===== src/rtl/pwm_timer_pkg.sv =====
package pwm_timer_pkg;
  typedef enum logic [1:0] {
    ST_IDLE = 2'd0,
    ST_RUN  = 2'd1,
    ST_DONE = 2'd2
  } run_state_e;
endpackage


===== src/rtl/pwm_tick_gen.sv =====
module pwm_tick_gen #(
  parameter int PRE_W     = 8,
  parameter int SEL_W     = 3,
  parameter int MAX_SHIFT = 4
) (
  input  logic             clk,
  input  logic             rst,
  input  logic             enable,
  input  logic [PRE_W-1:0] prescale,
  input  logic [SEL_W-1:0] div_sel,
  output logic             pre_tick,
  output logic             step_tick
);
  localparam int DIV_W = (MAX_SHIFT > 0) ? MAX_SHIFT : 1;

  logic [PRE_W-1:0] pre_cnt;
  logic [DIV_W-1:0] div_cnt;
  logic [DIV_W-1:0] div_mask;
  int               sel_i;
  int               shift_amt;

  // clamp the select code to the deepest divider stage
  always_comb begin
    sel_i = int'(div_sel);
    shift_amt = (sel_i > MAX_SHIFT) ? MAX_SHIFT : sel_i;
    for (int i = 0; i < DIV_W; i++) begin
      div_mask[i] = (i < shift_amt);
    end
  end

  assign pre_tick  = enable && (pre_cnt == prescale);
  assign step_tick = pre_tick && ((div_cnt & div_mask) == div_mask);

  always_ff @(posedge clk) begin
    if (rst || !enable) begin
      pre_cnt <= '0;
      div_cnt <= '0;
    end else if (pre_tick) begin
      pre_cnt <= '0;
      div_cnt <= div_cnt + 1'b1;
    end else begin
      pre_cnt <= pre_cnt + 1'b1;
    end
  end
endmodule


===== src/rtl/pwm_period_core.sv =====
module pwm_period_core
  import pwm_timer_pkg::*;
#(
  parameter int CNT_W = 16
) (
  input  logic             clk,
  input  logic             rst,
  input  logic             run,
  input  logic             one_shot,
  input  logic             step,
  input  logic             per_wr,
  input  logic [CNT_W-1:0] per_din,
  input  logic             cmp_wr,
  input  logic [CNT_W-1:0] cmp_din,
  input  logic             flag_clr,
  input  logic             int_en,
  output logic [CNT_W-1:0] count,
  output logic             active,
  output logic             raw_hi,
  output logic             flag,
  output logic             irq,
  output run_state_e       state
);
  run_state_e       st_q;
  logic [CNT_W-1:0] per_buf, cmp_buf, cnt_q, cmp_act;
  logic             flag_q, irq_q;
  logic             at_zero, zero_hit, flag_nxt;

  assign at_zero  = (cnt_q == '0);
  assign zero_hit = (st_q == ST_RUN) && run && step && at_zero;
  assign flag_nxt = zero_hit | (flag_q & ~flag_clr);

  always_ff @(posedge clk) begin
    if (rst) begin
      st_q    <= ST_IDLE;
      per_buf <= '0;
      cmp_buf <= '0;
      cnt_q   <= '0;
      cmp_act <= '0;
      flag_q  <= 1'b0;
      irq_q   <= 1'b0;
    end else begin
      if (per_wr) per_buf <= per_din;
      if (cmp_wr) cmp_buf <= cmp_din;
      flag_q <= flag_nxt;
      irq_q  <= flag_nxt & int_en;
      unique case (st_q)
        ST_IDLE: begin
          if (run) begin
            cnt_q   <= per_buf;
            cmp_act <= cmp_buf;
            st_q    <= ST_RUN;
          end
        end
        ST_RUN: begin
          if (!run) begin
            st_q  <= ST_IDLE;
            cnt_q <= '0;
          end else if (step) begin
            if (at_zero) begin
              if (one_shot) begin
                st_q <= ST_DONE;
              end else begin
                cnt_q   <= per_buf;
                cmp_act <= cmp_buf;
              end
            end else begin
              cnt_q <= cnt_q - 1'b1;
            end
          end
        end
        ST_DONE: begin
          if (!run) st_q <= ST_IDLE;
        end
        default: st_q <= ST_IDLE;
      endcase
    end
  end

  assign active = (st_q == ST_RUN);
  assign raw_hi = active && (cnt_q <= cmp_act);
  assign count  = cnt_q;
  assign flag   = flag_q;
  assign irq    = irq_q;
  assign state  = st_q;
endmodule


===== src/rtl/pwm_dead_band.sv =====
module pwm_dead_band #(
  parameter int DT_W = 8
) (
  input  logic            clk,
  input  logic            rst,
  input  logic            pre_tick,
  input  logic            dz_en,
  input  logic            active,
  input  logic            raw_hi,
  input  logic [DT_W-1:0] dead_time,
  output logic            out_a,
  output logic            out_b
);
  localparam int LANES = 2;

  logic [LANES-1:0] want;
  logic [DT_W-1:0]  dt_eff;

  assign want[0] = active & raw_hi;
  assign want[1] = dz_en & active & ~raw_hi;
  assign dt_eff  = dz_en ? dead_time : '0;

  for (genvar g = 0; g < LANES; g++) begin : g_lane
    logic [DT_W-1:0] dly;
    logic            o;
    always_ff @(posedge clk) begin
      if (rst || !want[g]) begin
        dly <= '0;
        o   <= 1'b0;
      end else if (dly >= dt_eff) begin
        o <= 1'b1;
      end else if (pre_tick) begin
        dly <= dly + 1'b1;
      end
    end
  end

  assign out_a = g_lane[0].o;
  assign out_b = g_lane[1].o;
endmodule


===== src/rtl/pwm_timer_channel.sv =====
module pwm_timer_channel
  import pwm_timer_pkg::*;
#(
  parameter int PRE_W     = 8,
  parameter int SEL_W     = 3,
  parameter int MAX_SHIFT = 4,
  parameter int CNT_W     = 16,
  parameter int DT_W      = 8
) (
  input  logic             clk,
  input  logic             rst,
  input  logic             run,
  input  logic             one_shot,
  input  logic             dz_en,
  input  logic [PRE_W-1:0] prescale,
  input  logic [SEL_W-1:0] div_sel,
  input  logic [DT_W-1:0]  dead_time,
  input  logic             int_en,
  input  logic             per_wr,
  input  logic [CNT_W-1:0] per_din,
  input  logic             cmp_wr,
  input  logic [CNT_W-1:0] cmp_din,
  input  logic             flag_clr,
  output logic             pwm_a,
  output logic             pwm_b,
  output logic [CNT_W-1:0] count,
  output logic             flag,
  output logic             irq
);
  logic       pre_tick, step_tick;
  logic       core_active, core_raw;
  run_state_e core_st;

  pwm_tick_gen #(
    .PRE_W(PRE_W), .SEL_W(SEL_W), .MAX_SHIFT(MAX_SHIFT)
  ) u_tick (
    .clk(clk), .rst(rst), .enable(run), .prescale(prescale),
    .div_sel(div_sel), .pre_tick(pre_tick), .step_tick(step_tick)
  );

  pwm_period_core #(.CNT_W(CNT_W)) u_core (
    .clk(clk), .rst(rst), .run(run), .one_shot(one_shot), .step(step_tick),
    .per_wr(per_wr), .per_din(per_din), .cmp_wr(cmp_wr), .cmp_din(cmp_din),
    .flag_clr(flag_clr), .int_en(int_en), .count(count),
    .active(core_active), .raw_hi(core_raw), .flag(flag), .irq(irq),
    .state(core_st)
  );

  pwm_dead_band #(.DT_W(DT_W)) u_dead (
    .clk(clk), .rst(rst), .pre_tick(pre_tick), .dz_en(dz_en),
    .active(core_active), .raw_hi(core_raw), .dead_time(dead_time),
    .out_a(pwm_a), .out_b(pwm_b)
  );
endmodule


===== config.mk =====
export PLATFORM = sky130hd
export DESIGN_NAME = pwm_timer_channel
export DESIGN_NICKNAME = d
export VERILOG_FILES = /design/src/rtl/pwm_timer_pkg.sv /design/src/rtl/pwm_tick_gen.sv /design/src/rtl/pwm_period_core.sv /design/src/rtl/pwm_dead_band.sv /design/src/rtl/pwm_timer_channel.sv
export SDC_FILE = /design/constraint.sdc
export NUM_CORES = 1
export LEC_CHECK = 0
export BUFFER_PORTS_ARGS = -buffer_cell sky130_fd_sc_hd__buf_2
export CORE_MARGIN = 3
export CORE_UTILIZATION = 60
export CTS_CLUSTER_SIZE = 28
export DETAILED_ROUTE_END_ITERATION = 7
export GPL_ROUTABILITY_DRIVEN = 0
export PLACE_DENSITY = 0.85
export RECOVER_POWER = 100
export SYNTH_ARGS = -nofsm -noshare
export SYNTH_HDL_FRONTEND = slang
export SYNTH_SLANG_ARGS = --single-unit
export TNS_END_PERCENT = 20

===== constraint.sdc =====
create_clock -name clk -period 3.9 [get_ports clk]
set_clock_uncertainty 0.1 [all_clocks]
set_input_delay 0.585 -clock clk [delete_from_list [all_inputs] [get_ports clk]]
set_output_delay 0.585 -clock clk [all_outputs]
set_load 0.005 [all_outputs]

==> results.sh, run 1 <==
export IMPL_post_place_ws_ps=1030
export IMPL_grt_pass1_wl_mm=20.8
export IMPL_place_hpwl_mm=9.18
export IMPL_cp_slowest_cell="clkbuf_1"
export IMPL_ctsResizeCount=0
export IMPL_wl_mm=12.2
export IMPL_track_usage_pct=25.4
export IMPL_final_common_cell="dfxtp_1"
export IMPL_utilization_pct=69.5
export IMPL_avgSynthCellArea_um2=8.73
export IMPL_drv_cap=1
export IMPL_syn_area_mm2=0.00527
export IMPL_portBuffers=79
export IMPL_cp_required_ps=4040
export IMPL_initial_core_util_pct=62.9
export IMPL_r2r_cells=8
export IMPL_tns_ps=0
export IMPL_cp_startpoint="rst"
export IMPL_avgViaCountPerCell=5.94
export IMPL_die_area_mm2=0.00995
export IMPL_hold_violations=0
export IMPL_cts_sinks=98
export IMPL_worstMarginPinSlew_ps=2250
export IMPL_clk_pin_slew_ps=100
export IMPL_fp_row_count=33
export IMPL_finalCritPeriodShare_pct=77.1
export IMPL_final_nets=767
export IMPL_ys_types=60
export IMPL_postCtsHoldBufs=0
export IMPL_yosys_area_top_type_share_pct=37.2
export IMPL_synthFlopType="dfxtp_1"
export IMPL_antenna_found_initial=0
export IMPL_p_total_mw=2.04
export IMPL_vias=4613
export IMPL_power_density_mw_per_mm2=350
export IMPL_cp_cell_sequence="clkbuf_1 -> inv_1 -> nand2_1 -> or2_0 -> nor2_1"
export IMPL_synthCells=604
export IMPL_drc=0
export IMPL_report_final_slew_viol_count=54
export IMPL_ir_worst_vdd_mv=0.232
export IMPL_ant_nets=0
export IMPL_rsz0062_at_grt="false"
export IMPL_min_path_cells=3
export IMPL_syn_num_nets=702
export IMPL_worstPathArrival_ps=3150
export IMPL_cts_setup_buffers=0
export IMPL_reg2reg_from="u_core.count[0]$_SDFFE_PP0P_"
export IMPL_yosys_warnings=0
export IMPL_h_tree_depth=3
export IMPL_pin_count=80
export IMPL_violations="capacitance limit, slew limit"
export IMPL_cts_root_buffer="clkbuf_8"
export IMPL_grt_max_degree=54
export IMPL_num_antenna_cells=0
export IMPL_placedInstanceArea_mm2=0.00568
export IMPL_worst_setup_path_type="in -> reg"
export IMPL_worstPathMaxFanout=53
export IMPL_layout_setup_ws_ps=893
export IMPL_die_width_um=99.7
export IMPL_drt_iter0_markers=281
export IMPL_p_leak_nw=2.47
export IMPL_synth_area_top_cells="dfxtp_1 (37%), mux2i_1 (9.5%), ha_1 (9.0%), nor2_1 (5.6%), nand2_1 (4.4%)"
export IMPL_area_delta_synth_final_pct=10.5
export IMPL_die_y_um=99.7
export IMPL_insertion_delay_ps=370
export IMPL_ys_async_sr_fraction_pct=0
export IMPL_min_path_type="in -> reg"
export IMPL_setup_viol=0
export IMPL_synth_edf_count=0
export IMPL_numCtsBuffers=9
export IMPL_synth_seq_cells=98
export IMPL_cts_tree="yes"
export IMPL_firstDrtPassIters=6
export IMPL_ys_seq_area_share_pct=37.2
export IMPL_worstSetupStartpointType="input port"
export IMPL_fin_crit_ps=3010
export IMPL_cts_buffer_depth=2
export IMPL_worst_setup_path_end_kind="flip-flop"
export IMPL_grt_overflow_total=0
export IMPL_mostFrequentLayoutCells="dfxtp_1 (98), nor2_1 (79), buf_2 (67)"
export IMPL_timing_fmax_ghz=0.333
export IMPL_status="complete, but fails checks"
export IMPL_max_stage_delay_ps=1580
export IMPL_drive_gt1_share_pct=14.7
export IMPL_slew_headroom_pct=-50.3
export IMPL_fin_area_mm2=0.00582
export IMPL_grt_pass1_vias=4628
export IMPL_synth_top_area_cell="dfxtp_1"
export IMPL_core_mm2=0.00838
export IMPL_hp_start="cmp_din[6]"
export IMPL_wire_per_inst_um=15.7
[worst max-delay path, delay by kind of cell]
kind / cells / cell delay [ps]
buffers and inverters: 2 / 1770
and+or+nand+nor: 3 / 790
[Yosys cell counts (10+ instances only)]
cell	number
xor2_1	17
nand3_1	24
inv_1	28
mux2i_1	50
xnor2_1	18
a21oi_1	28
nor2_1	79
dfxtp_1	98
o21ai_0	14
nand4_1	10
nor3_1	10
nand2_1	62
clkbuf_1	16
ha_1	38
and3_1	10
[final timing paths]
check	endpoint	slack, ps
setup / recovery	u_tick.pre_cnt[2]$_SDFF_PP0_	890
hold / removal	u_core.cmp_buf[6]$_SDFFE_PP0P_	340
setup reg to reg	u_core.count[11]$_SDFFE_PP0P_	970
hold reg to reg	u_dead.out_a$_SDFFE_PP0N_	350
[routing by layer]
metal  up-vias  part of all wire, %  track usage, %
li1       2244                    -               -
met1      2172                   42            31.2
met2       164                   49            42.8
met3        33                  6.8            6.38
met4         0                  2.2            9.35
met5         -                    0               0
[sequential cells by signal, summed over array words and instances, names as in the netlist]
| signal | count |
|---|---|
| u_core.irq | 1 |
| u_dead.out_b | 1 |
| u_core.per_buf | 16 |
| u_core.flag | 1 |
| u_dead.out_a | 1 |
| u_core.state | 2 |
| u_dead.g_lane.dly | 16 |
| u_core.count | 16 |
| u_core.cmp_buf | 16 |
| u_tick.div_cnt | 4 |
| u_core.cmp_act | 16 |
| u_tick.pre_cnt | 8 |
[cell type report]
| cell class | count | area (um^2) |
|---|---|---|
| sequential | 98 | 1960 |
| multi-input combinational | 449 | 3050 |
| tap | 105 | 131 |
| clock buffer | 9 | 124 |
| clock inverter | 5 | 41.3 |
| inverter | 29 | 109 |
| timing repair buffer | 82 | 403 |
| fill | 715 | 2560 |
[where the power goes]
| part | leakage (nW) | switching [mW] | internal, mW | total, mW |
|---|---|---|---|---|
| Clock | 0.0782 | 0.354 | 0.230 | 0.585 |
| Combinational | 1.59 | 0.208 | 0.161 | 0.369 |
| Sequential | 0.800 | 0.0460 | 1.04 | 1.08 |
[stage by stage]
step / instances / hold slack, ps
finish: 777 / 344
floorplan: 604 / 335
global placement: 763 / 336
detailed placement: 763 / 339
global route: 777 / 351
CTS: 777 / 343
[kinds of logic after synthesis]
group | after synthesis | share of synthesized area [%]
buffers and inverters | 57 | 4.89
AOI/OAI and AO/OA | 92 | 11.6
xor gates and xnor gates | 35 | 5.81
adders and majority gates | 38 | 9.02
DFF | 98 | 37.2
and+or+nand+nor | 234 | 22.0
muxes | 50 | 9.49
(Power assumes the default switching activity.)
==> run 2: changes to the inputs <==
--- a/config.mk
+++ b/config.mk
@@ -7,11 +7,11 @@
 export LEC_CHECK = 0
 export BUFFER_PORTS_ARGS = -buffer_cell sky130_fd_sc_hd__buf_2
 export CORE_MARGIN = 3
-export CORE_UTILIZATION = 60
+export CORE_UTILIZATION = 57
 export CTS_CLUSTER_SIZE = 28
 export DETAILED_ROUTE_END_ITERATION = 7
 export GPL_ROUTABILITY_DRIVEN = 0
-export PLACE_DENSITY = 0.85
+export PLACE_DENSITY = 0.82
 export RECOVER_POWER = 100
 export SYNTH_ARGS = -nofsm -noshare
 export SYNTH_HDL_FRONTEND = slang
==> constraint.sdc (replaced) <==
create_clock -name clk -period 3.2 [get_ports clk]
set_clock_uncertainty 0.1 [all_clocks]
set_input_delay 0.48 -clock clk [delete_from_list [all_inputs] [get_ports clk]]
set_output_delay 0.48 -clock clk [all_outputs]
set_load 0.005 [all_outputs]
==> run 2 against run 1 <==
  * The run now ends clean
  * Cell area up 0.49%
  * Count of clock-buffer cells in the layout up 2
  * Sequential share of layout area shrank 0.17 points
  * Power up 26%
  * Non-clock buffer count increased by 3
  * Combinational power rose by 22%
  * Flip-flop and latch count stayed put
  * Via count shrank 1.1%
  * Routed wire length down 2.8%
  * Utilization shrank 3.3 points
  * First-iteration DRC count rose by 42%
  * Cell count up 0.90%
==> results.sh, run 2 (synthesized netlist as in run 1, its figures left out) <==
export IMPL_status="completed"
export IMPL_cts_setup_buffers=0
export IMPL_grt_pass1_wl_mm=20.0
export IMPL_antenna_found_initial=0
export IMPL_worst_setup_path_end_kind="flip-flop"
export IMPL_clkPwrFrac_pct=30.9
export IMPL_drv_cap=0
export IMPL_avgViaCountPerCell=5.82
export IMPL_drc=0
export IMPL_setup_viol=0
export IMPL_finalCritPeriodShare_pct=85.0
export IMPL_num_antenna_cells=0
export IMPL_report_final_slew_viol_count=0
export IMPL_cts_tree="yes"
export IMPL_portBuffers=79
export IMPL_die_y_um=102
export IMPL_final_common_cell="dfxtp_1"
export IMPL_worst_setup_path_type="reg -> reg"
export IMPL_place_hpwl_mm=8.73
export IMPL_pin_count=80
export IMPL_wl_mm=11.8
export IMPL_postCtsHoldBufs=0
export IMPL_final_nets=770
export IMPL_cp_required_ps=3280
export IMPL_hold_violations=0
export IMPL_mostFrequentLayoutCells="dfxtp_1 (98), nor2_1 (80), buf_2 (66)"
export IMPL_tns_ps=0
export IMPL_cts_buffer_depth=2
export IMPL_area_delta_synth_final_pct=11.0
export IMPL_min_path_type="in -> reg"
export IMPL_ir_worst_vdd_mv=0.259
export IMPL_cts_sinks=98
export IMPL_ctsResizeCount=0
export IMPL_cts_root_buffer="clkbuf_8"
export IMPL_numCtsBuffers=9
export IMPL_grt_max_degree=54
export IMPL_slew_headroom_pct=34.1
export IMPL_die_width_um=102
export IMPL_layout_setup_ws_ps=481
export IMPL_insertion_delay_ps=360
export IMPL_vias=4560
export IMPL_worstPathMaxFanout=12
export IMPL_p_leak_nw=2.48
export IMPL_seq_power_share_pct=51.5
export IMPL_clk_pin_slew_ps=90
export IMPL_fp_row_count=34
export IMPL_drt_iter0_markers=400
export IMPL_worstPathArrival_ps=2800
export IMPL_track_usage_pct=23.8
export IMPL_grt_overflow_total=0
export IMPL_firstDrtPassIters=6
export IMPL_fin_area_mm2=0.00585
export IMPL_worstSetupStartpointType="flip-flop"
export IMPL_rsz0062_at_grt="false"
export IMPL_placedInstanceArea_mm2=0.00571
export IMPL_internal_power_mw=1.84
export IMPL_swShare_pct=28.1
export IMPL_r2r_slack_ps=480
export IMPL_die_area_mm2=0.0104
export IMPL_initial_core_util_pct=59.6
export IMPL_worstMarginPinSlew_ps=989
export IMPL_wire_per_inst_um=15.1
export IMPL_power_density_mw_per_mm2=438
export IMPL_h_tree_depth=3
export IMPL_timing_fmax_ghz=0.368
export IMPL_core_mm2=0.00885
export IMPL_fillers=764
export IMPL_combPwrFrac_pct=17.5
export IMPL_drive_gt1_share_pct=14.5
export IMPL_ant_nets=0
export IMPL_grt_pass1_vias=4394
export IMPL_fin_crit_ps=2720
export IMPL_switchingPower_mw=0.721
export IMPL_post_place_ws_ps=530
==> run 2: cell type report <==
class | instances | area (um^2) | area share, %
Sequential cell | 98 | 1960 | 33.5
Clock inverter | 4 | 52.6 | 0.898
Multi-Input combinational cell | 449 | 3030 | 51.8
Tap cell | 108 | 135 | 2.31
Timing Repair Buffer | 85 | 424 | 7.25
Clock buffer | 11 | 141 | 2.42
Inverter | 29 | 109 | 1.86
==> run 2: per-stage QoR <==
stage	std cells	hold WS [ps]	util, %	power (mW)
2_1_floorplan	604	335	-	1.67
3_3_place_gp	769	338	64.5	1.78
3_5_place_dp	769	338	64.5	1.79
4_1_cts	784	240	66.7	2.58
5_1_grt	784	246	66.1	2.69
6_report	784	249	66.1	2.56
==> run 2: power groups by stage <==
stage	Clock, mW	Sequential (mW)	Combinational (mW)
detailed placement	0	1.35	0.448
finish	0.793	1.32	0.449
CTS	0.806	1.32	0.453
global route	0.862	1.33	0.502
global placement	0	1.34	0.432
floorplan	0	1.33	0.334
==> run 2: layer usage <==
layer | wire, um | GRT usage [%] | part of all wire, %
met5 | 0 | 0 | 0
met4 | 238 | 7.67 | 2.0
met3 | 823 | 5.32 | 7.0
met2 | 5630 | 39.5 | 48
met1 | 5130 | 30.8 | 43
==> run 2: worst paths after layout <==
path	cells after the start	end	startpoint
worst min-delay path	3	u_core.per_buf[1]$_SDFFE_PP0P_	per_din[1]
worst max-delay path	6	u_core.count[15]$_SDFFE_PP0P_	u_tick.pre_cnt[4]$_SDFF_PP0_
worst min register to register	2	u_dead.out_a$_SDFFE_PP0N_	u_dead.out_a$_SDFFE_PP0N_
worst max register to register	6	u_core.count[15]$_SDFFE_PP0P_	u_tick.pre_cnt[4]$_SDFF_PP0_
==> run 2: worst max-delay path: stages, from the launching register on <==
cell      delay, ps
dfxtp_1         420
xnor2_1         140
nand3_1         100
nor4_1          720
nand3_2         450
nand2_1         410
a221oi_1        180
==> run 3: changes to the inputs <==
--- a/config.mk
+++ b/config.mk
@@ -7,11 +7,11 @@
 export LEC_CHECK = 0
 export BUFFER_PORTS_ARGS = -buffer_cell sky130_fd_sc_hd__buf_2
 export CORE_MARGIN = 3
-export CORE_UTILIZATION = 57
+export CORE_UTILIZATION = 52
 export CTS_CLUSTER_SIZE = 28
 export DETAILED_ROUTE_END_ITERATION = 7
 export GPL_ROUTABILITY_DRIVEN = 0
-export PLACE_DENSITY = 0.82
+export PLACE_DENSITY = 0.79
 export RECOVER_POWER = 100
 export SYNTH_ARGS = -nofsm -noshare
 export SYNTH_HDL_FRONTEND = slang
==> constraint.sdc (replaced) <==
create_clock -name clk -period 2.4 [get_ports clk]
set_clock_uncertainty 0.1 [all_clocks]
set_input_delay 0.36 -clock clk [delete_from_list [all_inputs] [get_ports clk]]
set_output_delay 0.36 -clock clk [all_outputs]
set_load 0.005 [all_outputs]
==> run 3 against run 2 <==
  * Via count increased by 1.6%
  * Critical path type unchanged
  * Worst hold slack got worse by 120 ps
  * Clock power increased by 36%
  * Power increased by 36%
  * Cell count increased by 6.0%
  * Non-clock buffer count increased by 21
  * Critical path depth increased by 2
  * Setup slack got worse by 370 ps
  * Global-route usage decreased by 1.5 points
  * Highest routed layer unchanged
  * Die area increased by 9.0%
  * Sequential power increased by 33%
  * Largest cell class unchanged
==> results.sh, run 3 (synthesized netlist as in run 1, its figures left out) <==
export IMPL_status="completed"
export IMPL_report_final_slew_viol_count=0
export IMPL_cts_tree="yes"
export IMPL_grt_overflow_total=0
export IMPL_drv_cap=0
export IMPL_portBuffers=79
export IMPL_met3_usage_pct=5.06
export IMPL_cts_sinks=98
export IMPL_worst_setup_path_end_kind="flip-flop"
export IMPL_drc=0
export IMPL_whs_ps=130
export IMPL_area_delta_synth_final_pct=15.6
export IMPL_cp_cell_sequence="inv_2 -> ha_1 -> nor4b_4 -> and4_1 -> a21oi_2 -> nand3_2 -> buf_4 -> a221oi_1"
export IMPL_place_hpwl_mm=9.45
export IMPL_rsz0062_at_grt="true"
export IMPL_hold_violations=0
export IMPL_dp_cells=812
export IMPL_worstMarginPinSlew_ps=1150
export IMPL_drt_iter0_markers=296
export IMPL_insertion_delay_ps=360
export IMPL_p_total_mw=3.50
export IMPL_die_area_mm2=0.0114
export IMPL_cp_required_ps=2560
export IMPL_grt_pass1_vias=4488
export IMPL_die_width_um=107
export IMPL_worstSetupStartpointType="flip-flop"
export IMPL_use_met1_pct=27.7
export IMPL_ant_nets=0
export IMPL_cts_buffer_depth=2
export IMPL_core_mm2=0.00982
export IMPL_vias=4633
export IMPL_fin_crit_ps=2290
export IMPL_setup_viol=0
export IMPL_initial_core_util_pct=53.7
export IMPL_avgViaCountPerCell=5.58
export IMPL_num_antenna_cells=0
export IMPL_clk_pin_slew_ps=90
export IMPL_firstDrtPassIters=4
export IMPL_worstPathArrival_ps=2450
export IMPL_max_stage_delay_ps=410
export IMPL_antenna_found_initial=0
export IMPL_timing_fmax_ghz=0.438
export IMPL_numCtsBuffers=9
export IMPL_grt_pass1_wl_mm=20.6
export IMPL_grt_max_degree=38
export IMPL_finalCritPeriodShare_pct=95.2
export IMPL_min_path_type="in -> reg"
export IMPL_power_density_mw_per_mm2=574
export IMPL_fp_row_count=36
export IMPL_ir_worst_vdd_mv=0.307
export IMPL_use_met2_pct=37.9
export IMPL_pin_count=80
export IMPL_track_usage_pct=22.3
export IMPL_busiest_layer="met2"
export IMPL_final_common_cell="dfxtp_1"
export IMPL_drive_gt1_share_pct=18.3
export IMPL_r2r_slack_ps=110
export IMPL_cp_slowest_cell="dfxtp_1"
export IMPL_finalNonFillerCells=831
export IMPL_p_leak_nw=2.61
export IMPL_worst_setup_path_type="reg -> reg"
export IMPL_wire_per_inst_um=14.8
export IMPL_worstPathMaxFanout=8
export IMPL_final_nets=791
export IMPL_cts_root_buffer="clkbuf_8"
export IMPL_wl_mm=12.3
export IMPL_die_y_um=107
export IMPL_utilization_pct=62.1
export IMPL_h_tree_depth=3
export IMPL_postCtsHoldBufs=0
export IMPL_slew_headroom_pct=23.7
export IMPL_mostFrequentLayoutCells="dfxtp_1 (98), nor2_1 (79), buf_2 (68)"
run 3: final cells by class:
cell class	count	area, um^2
inverters	29	109
well taps	133	166
multi-input cells	449	3070
clock inverters	4	48.8
fillers	893	3720
clock buffers	12	155
flip-flops and latches	98	1960
repair buffers	106	586
run 3: worst paths after layout:
check | start | endpoint | cells after the start
max | u_core.count[0]$_SDFFE_PP0P_ | u_core.count[9]$_SDFFE_PP0P_ | 8
min | per_din[10] | u_core.per_buf[10]$_SDFFE_PP0P_ | 3
max reg2reg | u_core.count[0]$_SDFFE_PP0P_ | u_core.count[9]$_SDFFE_PP0P_ | 8
min reg2reg | u_dead.out_a$_SDFFE_PP0N_ | u_dead.out_a$_SDFFE_PP0N_ | 2
run 3: power by group:
group          internal, mW  switching, mW
Sequential             1.69         0.0672
Combinational         0.299          0.360
Clock                 0.540          0.545
Total                  2.53          0.972
run 3: repair_timing:
action / CTS / global route
buffers inserted: 0 / 3
resized for setup: 0 / 3
setup endpoints to repair: 0 / 25
run 3: per-stage QoR:
stage / instance area (um^2) / setup TNS [ps] / setup WS, ps
6_report: 6100 / 0 / 114
5_1_grt: 6100 / -193 / -36.2
4_1_cts: 6090 / 0 / 37.8
3_5_place_dp: 5890 / 0 / 104
3_3_place_gp: 5890 / 0 / 198
2_1_floorplan: 5280 / 0 / 6.67
run 3: critical path, delay by kind of cell (launching register included):
kind	cells	cell delay, ps
compound gates	2	470
fa+ha+maj	1	220
buf+inv	2	320
flops	1	410
simple gates	3	670
run 3: metal layers:
layer | vias up | routed length [um]
li1 | 2293 | -
met1 | 2163 | 5280
met2 | 153 | 5830
met3 | 24 | 895
met4 | 0 | 284
met5 | - | 0
